`src/rtl/gprf_pkg.sv`:
```
package gprf_pkg;

  localparam int XLEN = 64;
  typedef logic [XLEN-1:0] word_t;

  // width code of an access window
  typedef enum logic [1:0] {
    VW_B8  = 2'b00,
    VW_B16 = 2'b01,
    VW_B32 = 2'b10,
    VW_B64 = 2'b11
  } view_e;

  // true when the request names an existing window
  function automatic logic view_ok(input int idx, input view_e sz, input logic hi,
                                   input int hi_regs);
    return !hi || ((idx < hi_regs) && (sz == VW_B8));
  endfunction

  // selected window of a stored word, right-aligned and zero-extended
  function automatic word_t view_extract(input word_t w, input view_e sz, input logic hi);
    word_t r;
    r = '0;
    unique case (sz)
      VW_B64: r = w;
      VW_B32: r[31:0] = w[31:0];
      VW_B16: r[15:0] = w[15:0];
      VW_B8:  r[7:0]  = hi ? w[15:8] : w[7:0];
    endcase
    return r;
  endfunction

  // new stored word after a write through a window
  function automatic word_t view_merge(input word_t old, input word_t din,
                                       input view_e sz, input logic hi);
    word_t r;
    r = old;
    unique case (sz)
      VW_B64: r = din;
      VW_B32: r = {32'd0, din[31:0]};
      VW_B16: r[15:0] = din[15:0];
      VW_B8: begin
        if (hi) r[15:8] = din[7:0];
        else    r[7:0]  = din[7:0];
      end
    endcase
    return r;
  endfunction

endpackage

```
`src/rtl/gprf_view_decode.sv`:
```
module gprf_view_decode
  import gprf_pkg::*;
#(
  parameter int NUM_REGS = 16,
  parameter int HI_REGS  = 4,
  localparam int IDXW    = $clog2(NUM_REGS)
) (
  input  logic [IDXW-1:0] idx_i,
  input  logic [1:0]      size_i,
  input  logic            hi_i,
  output view_e           size_o,
  output logic            illegal_o
);
  assign size_o    = view_e'(size_i);
  assign illegal_o = !view_ok(int'(idx_i), view_e'(size_i), hi_i, HI_REGS);
endmodule

```
`src/rtl/gprf_write_path.sv`:
```
module gprf_write_path
  import gprf_pkg::*;
#(
  parameter int NUM_REGS = 16,
  parameter int HI_REGS  = 4,
  localparam int IDXW    = $clog2(NUM_REGS)
) (
  input  logic                          en_i,
  input  logic [IDXW-1:0]               idx_i,
  input  logic [1:0]                    size_i,
  input  logic                          hi_i,
  input  word_t                         data_i,
  input  logic [NUM_REGS-1:0][XLEN-1:0] reg_q_i,
  output logic                          illegal_o,
  output logic [NUM_REGS-1:0]           commit_o,
  output word_t                         merged_o
);
  view_e sz;
  logic  bad;

  gprf_view_decode #(.NUM_REGS(NUM_REGS), .HI_REGS(HI_REGS)) u_dec (
    .idx_i    (idx_i),
    .size_i   (size_i),
    .hi_i     (hi_i),
    .size_o   (sz),
    .illegal_o(bad)
  );

  assign illegal_o = en_i && bad;
  assign merged_o  = view_merge(reg_q_i[idx_i], data_i, sz, hi_i);

  for (genvar g = 0; g < NUM_REGS; g++) begin : g_commit
    assign commit_o[g] = en_i && !bad && (idx_i == IDXW'(g));
  end
endmodule

```
`src/rtl/gprf_regstore.sv`:
```
module gprf_regstore
  import gprf_pkg::*;
#(
  parameter int NUM_REGS = 16
) (
  input  logic                          clk,
  input  logic                          rst,
  input  logic [NUM_REGS-1:0]           commit_i,
  input  word_t                         merged_i,
  output logic [NUM_REGS-1:0][XLEN-1:0] reg_q_o
);
  for (genvar g = 0; g < NUM_REGS; g++) begin : g_reg
    always_ff @(posedge clk) begin
      if (rst)              reg_q_o[g] <= '0;
      else if (commit_i[g]) reg_q_o[g] <= merged_i;
    end
  end
endmodule

```
`src/rtl/gprf_read_port.sv`:
```
module gprf_read_port
  import gprf_pkg::*;
#(
  parameter int NUM_REGS = 16,
  parameter int HI_REGS  = 4,
  localparam int IDXW    = $clog2(NUM_REGS)
) (
  input  logic [NUM_REGS-1:0][XLEN-1:0] reg_q_i,
  input  logic [NUM_REGS-1:0]           byp_commit_i,
  input  word_t                         byp_word_i,
  input  logic [IDXW-1:0]               idx_i,
  input  logic [1:0]                    size_i,
  input  logic                          hi_i,
  output word_t                         data_o,
  output logic                          illegal_o
);
  view_e sz;
  logic  bad;
  word_t src;

  gprf_view_decode #(.NUM_REGS(NUM_REGS), .HI_REGS(HI_REGS)) u_dec (
    .idx_i    (idx_i),
    .size_i   (size_i),
    .hi_i     (hi_i),
    .size_o   (sz),
    .illegal_o(bad)
  );

  // write-first: a same-cycle commit to this index wins over the stored word
  assign src       = byp_commit_i[idx_i] ? byp_word_i : reg_q_i[idx_i];
  assign data_o    = bad ? '0 : view_extract(src, sz, hi_i);
  assign illegal_o = bad;
endmodule

```
`src/rtl/alias_regfile.sv`:
```
module alias_regfile
  import gprf_pkg::*;
#(
  parameter int NUM_REGS = 16,
  parameter int HI_REGS  = 4,
  localparam int IDXW    = $clog2(NUM_REGS)
) (
  input  logic            clk,
  input  logic            rst,
  input  logic            wr_en,
  input  logic [IDXW-1:0] wr_idx,
  input  logic [1:0]      wr_size,
  input  logic            wr_hi,
  input  logic [63:0]     wr_data,
  output logic            wr_illegal,
  input  logic [IDXW-1:0] rd0_idx,
  input  logic [1:0]      rd0_size,
  input  logic            rd0_hi,
  output logic [63:0]     rd0_data,
  output logic            rd0_illegal,
  input  logic [IDXW-1:0] rd1_idx,
  input  logic [1:0]      rd1_size,
  input  logic            rd1_hi,
  output logic [63:0]     rd1_data,
  output logic            rd1_illegal
);
  localparam int NUM_RD = 2;

  // internal events, named for the checker
  logic [NUM_REGS-1:0]           wr_commit;
  logic [NUM_REGS-1:0][XLEN-1:0] reg_q;
  word_t                         wr_merged;

  logic [IDXW-1:0] rp_idx [NUM_RD];
  logic [1:0]      rp_size[NUM_RD];
  logic            rp_hi  [NUM_RD];
  word_t           rp_data[NUM_RD];
  logic            rp_bad [NUM_RD];

  gprf_write_path #(.NUM_REGS(NUM_REGS), .HI_REGS(HI_REGS)) u_wr (
    .en_i     (wr_en),
    .idx_i    (wr_idx),
    .size_i   (wr_size),
    .hi_i     (wr_hi),
    .data_i   (wr_data),
    .reg_q_i  (reg_q),
    .illegal_o(wr_illegal),
    .commit_o (wr_commit),
    .merged_o (wr_merged)
  );

  gprf_regstore #(.NUM_REGS(NUM_REGS)) u_store (
    .clk     (clk),
    .rst     (rst),
    .commit_i(wr_commit),
    .merged_i(wr_merged),
    .reg_q_o (reg_q)
  );

  assign rp_idx[0]  = rd0_idx;
  assign rp_size[0] = rd0_size;
  assign rp_hi[0]   = rd0_hi;
  assign rp_idx[1]  = rd1_idx;
  assign rp_size[1] = rd1_size;
  assign rp_hi[1]   = rd1_hi;

  for (genvar p = 0; p < NUM_RD; p++) begin : g_rd
    gprf_read_port #(.NUM_REGS(NUM_REGS), .HI_REGS(HI_REGS)) u_rd (
      .reg_q_i     (reg_q),
      .byp_commit_i(wr_commit),
      .byp_word_i  (wr_merged),
      .idx_i       (rp_idx[p]),
      .size_i      (rp_size[p]),
      .hi_i        (rp_hi[p]),
      .data_o      (rp_data[p]),
      .illegal_o   (rp_bad[p])
    );
  end

  assign rd0_data    = rp_data[0];
  assign rd0_illegal = rp_bad[0];
  assign rd1_data    = rp_data[1];
  assign rd1_illegal = rp_bad[1];
endmodule

```
`config.mk`:
```
export PLATFORM = sky130hd
export DESIGN_NAME = alias_regfile
export DESIGN_NICKNAME = d
export VERILOG_FILES = /design/src/rtl/gprf_pkg.sv /design/src/rtl/gprf_view_decode.sv /design/src/rtl/gprf_write_path.sv /design/src/rtl/gprf_regstore.sv /design/src/rtl/gprf_read_port.sv /design/src/rtl/alias_regfile.sv
export SDC_FILE = /design/constraint.sdc
export NUM_CORES = 2
export LEC_CHECK = 0
export BUFFER_PORTS_ARGS = -buffer_cell sky130_fd_sc_hd__buf_4
export CAP_MARGIN = 20
export CORE_UTILIZATION = 45
export CTS_BUF_LIST = sky130_fd_sc_hd__clkbuf_4 sky130_fd_sc_hd__clkbuf_8 sky130_fd_sc_hd__clkbuf_16
export DETAILED_ROUTE_END_ITERATION = 12
export PLACE_DENSITY_LB_ADDON = 0.25
export SYNTH_ARGS = -nofsm -noshare
export SYNTH_HDL_FRONTEND = slang
export SYNTH_SLANG_ARGS = --single-unit
```
`constraint.sdc`:
```
create_clock -name clk -period 4.1 [get_ports clk]
set_input_delay 0.82 -clock clk [delete_from_list [all_inputs] [get_ports clk]]
set_output_delay 0.82 -clock clk [all_outputs]
set_load 0.1 [all_outputs]
```
==> qor.log <==
[status] run status finished, violations left
[status] violations in the final reports setup timing
[setup_path] number of cell instances on the worst register-to-register path 5
[logic_synthesis] Post-Syn Area 61,900 um2
[sta] number of pins with negative max-slew slack in the final report 0
[logic_synthesis] Yosys warnings 0
[cells_and_area] FF+latch area 20,500 um2
[cells_and_area] area of the multi-input gates 38,300 um2
[setup_path] cell family with most CP delay simple AND/OR/NAND/NOR gates
[pwr] share of total power in combinational logic 13.0%
[drt] count of antenna-violating nets left after detailed routing 0
[setup_path] worst setup path start wr_idx[0]
[sta] final worst clock skew 0.0305 ns
[cells_and_area] antenna fix cells 0
[pwr] peak ir drop on the vdd network 345 uV
[grt] Global Route Usage Sum 30.9%
[hold_path] start point of the worst min-delay path wr_data[47]
[cts] clock insertion delay at the later pin of the skew report 0.74 ns
[pwr] internal power component 17.2 mW
[sta] post-route clock period utilization 101%
[logic_synthesis] post-synthesis net count 5,927
[cts] Resize count post-CTS 1
[run] max-capacitance violation count 0
[setup_path] category of the critical setup timing path in -> out
[die] vertical die dimension 373 um
[logic_synthesis] number of library cell types mapped by synthesis 66
[hold_path] instance count along the most critical hold path 3
[setup_path] max incr delay on CP 0.90 ns
[cells_and_area] number of nets in the layout 5,955
[grt] pin count of the biggest net entering global routing 172
[setup_path] worst reg2reg path endpoint u_store.reg_q_o[645]
[logic_synthesis] Mapped Cells 5,839
[sta] Final Hold Viols 0
[drt] first-pass iteration count of the detailed router 6
[die] total I/O pin count 219
[drt] number of DRC violations after detailed-routing iteration 0 5,688
[cells_and_area] commonest non-fill, non-tap cell in the layout sky130_fd_sc_hd__dfxtp_1
[logic_synthesis] share of synthesized registers carrying an async set or reset 0%
[drt] DRC viols 0
[cts] number of levels the H-tree was split into 3
[logic_synthesis] share of synthesized area occupied by flip-flops and latches 33.1%
[logic_synthesis] number of enable-type register cells in the synthesized netlist 0
[logic_synthesis] main area contributors after synthesis sky130_fd_sc_hd__dfxtp_1 (33%), sky130_fd_sc_hd__mux4_2 (29%), sky130_fd_sc_hd__a211oi_1 (9.4%)
[logic_synthesis] Avg Cell Area, Syn 10.6 um2
[cells_and_area] number of flip-flops in the largest register 1,024
[sta] number of setup violations in the final report 2
[cts] clk slew on worst S/H paths 0.06 ns
[setup_path] Critical Path AT 3.32 ns
[cts] buffers inserted during post-CTS setup optimization 0
[placed_design] Placer Congestion 0.972
[cells_and_area] area grow syn2layout 14.7%
[sta] final critical-path required period 4.14 ns
[setup_path] Register-to-Register Setup Slack 2.02 ns
[logic_synthesis] dominant cell type by area after synthesis sky130_fd_sc_hd__dfxtp_1
[die] core footprint 136,000 um2
[cells_and_area] leading registers by flop count u_store.reg_q_o x1024
[logic_synthesis] post-synthesis register bit count 1,024
[setup_path] cells along the critical path buf_8, nor2b_1, a22oi_1, buf_4, nand3_1, nand3_1, mux2i_2, o22ai_2, buf_4
[sta] max-slew headroom at the worst pin 24.7%
[placed_design] Placed Instance Area 67,100 um2
[sta] slew at the pin with the worst max-slew slack 1.13 ns
[cts] CTS tree yes
[cts] master cell of the clock root buffer sky130_fd_sc_hd__clkbuf_16
[cells_and_area] post-route cell area 71,000 um2
[pwr] reported net switching power 6.49 mW
[die] standard-cell row count 135
[grt] antenna violations before repair 2
[cells_and_area] share of cells above drive strength 1 31.4%
[cells_and_area] number of filler cells placed in the layout 11,700
[sta] unrepaired setup endpoints after global routing no
[drt] average via count per standard cell 6.65
[drt] routed len/inst 28.3 um
[drt] vias after detailed routing 51,500
[sta] worst hold slack after final layout 0.472 ns
[setup_path] Setup crit end kind output port
[placed_design] estimated wirelength of the detail-placed design 139 mm
[grt] global-route wire length before repair 327 mm
[cts] maximum buffer depth of the clock tree 3
[setup_path] launch point of the worst reg-to-reg path u_store.reg_q_o[517]
[setup_path] CP max FO 9
[cts] TritonCTS Buffers 111
[pwr] areal power density over the cells 334 nW/um2
[cells_and_area] most flop-heavy register u_store.reg_q_o
[setup_path] cell with the largest stage delay on the worst path sky130_fd_sc_hd__nor2b_1
[drt] sum of routed wire length over all layers 219 mm
[cts] clk sinks 1,024
[cells_and_area] most frequent cells in the layout sky130_fd_sc_hd__dfxtp_1 (1,024), sky130_fd_sc_hd__mux4_2 (807), sky130_fd_sc_hd__nor2_1 (799), sky130_fd_sc_hd__a211oi_1 (775), sky130_fd_sc_hd__nand2_1 (606)
[die] overall die area 139,000 um2
[grt] via count of the first global-routing pass 49,600
[placed_design] count of input and output buffers 218
[setup_path] crit path launch type input port
[logic_synthesis] Top FF cell, synth sky130_fd_sc_hd__dfxtp_1
[cts] hold-fix buffer count after cts 0
[hold_path] class of the tightest hold or removal check in -> reg
[pwr] Sequential Power Share 43.0%
[grt] total congestion overflow 0
[pwr] Clk pwr share 44.0%
[setup_path] number of buffers and inverters on the critical path 3
[setup_path] Required @ worst endpoint 3.28 ns
[pwr] net switching fraction of the power 27.4%
[die] die width 373 um
[sta] maximum achievable frequency 241 MHz
[pwr] leakage power 22.8 nW
[sta] Final Worst Setup Slack -0.0432 ns
[sta] sum of negative setup slack -0.0564 ns
[hold_path] endpoint of the worst hold-timing path u_store.reg_q_o[495]
[logic_synthesis] Synth top area share 33.1%
[die] initial standard-cell utilization of the core 45.5%
==> routing by layer <==
| metal | vias to the layer above | wire length (um) | global-route usage, % |
|---|---|---|---|
| met1 | 25600 | 87800 | 42.8 |
| met4 | 2 | 9780 | 12.8 |
| met3 | 569 | 23600 | 6.25 |
| li1 | 22300 | - | - |
| met2 | 2984 | 98100 | 47.1 |
| met5 | - | 12 | 0 |
==> stage by stage <==
step	total power [mW]	util [%]	setup WS (ns)	cells
global placement	13.4	49.4	-0.0228	7535
CTS	23.7	52.2	0.0232	7739
floorplan	12.4	-	-0.419	5839
finish	23.7	52.2	-0.0432	7739
global route	24.3	52.2	0.00107	7739
detailed placement	13.4	49.4	-0.00945	7535
==> layout make-up <==
| type | instances | share of cell area (%) |
|---|---|---|
| clock inverters | 47 | 0.709 |
| repair buffers | 595 | 8.30 |
| inverters | 70 | 0.370 |
| flip-flops and latches | 1024 | 28.9 |
| clock buffers | 157 | 4.64 |
| multi-input cells | 4065 | 54.0 |
| well taps | 1781 | 3.14 |
==> synth_stat cells, drive strengths merged, types with 20 or more instances <==
cell type and n:
a22oi 45, dfxtp 1024, a21oi 351, nor3 20
inv 70, clkbuf 275, buf 405, o22ai 104
nand2 608, mux4 807, nor2b 67, mux2i 218
nor2 836, a211oi 812, nand3 23
==> tightest hold or removal path, delay by kind of cell <==
kind / cells / cell delay [ns]
compound gates: 2 / 0.24
buf+inv: 1 / 0.09
==> worst max path at each step <==
stage / to / cells after the start
after floorplan: rd1_data[61] / 8
after global placement: rd0_data[4] / 7
after detailed placement: rd0_data[4] / 7
after CTS: rd1_data[4] / 9
after global routing: rd0_data[46] / 10
final: rd0_data[4] / 9
==> cells by family (layout without fill, tap and decap cells) <==
group           after synthesis  count (layout)  share of synthesized area, %
compound gates             1400            1400                          16.7
xor+xnor                      6               6                        0.0849
buf+inv                     750             869                          6.10
flops                      1024            1024                          33.1
mux                        1041            1041                          33.2
simple gates               1618            1618                          10.9
==> power groups by stage <==
| stage | sequential, mW | clock (mW) | combinational (mW) |
|---|---|---|---|
| after global routing | 10.2 | 10.9 | 3.21 |
| after floorplan | 10.4 | 0 | 2.03 |
| after CTS | 10.2 | 10.5 | 3.04 |
| final | 10.2 | 10.4 | 3.09 |
| after global placement | 10.4 | 0 | 3.01 |
| after detailed placement | 10.4 | 0 | 3.03 |
Power figures use the tool's default switching activity.
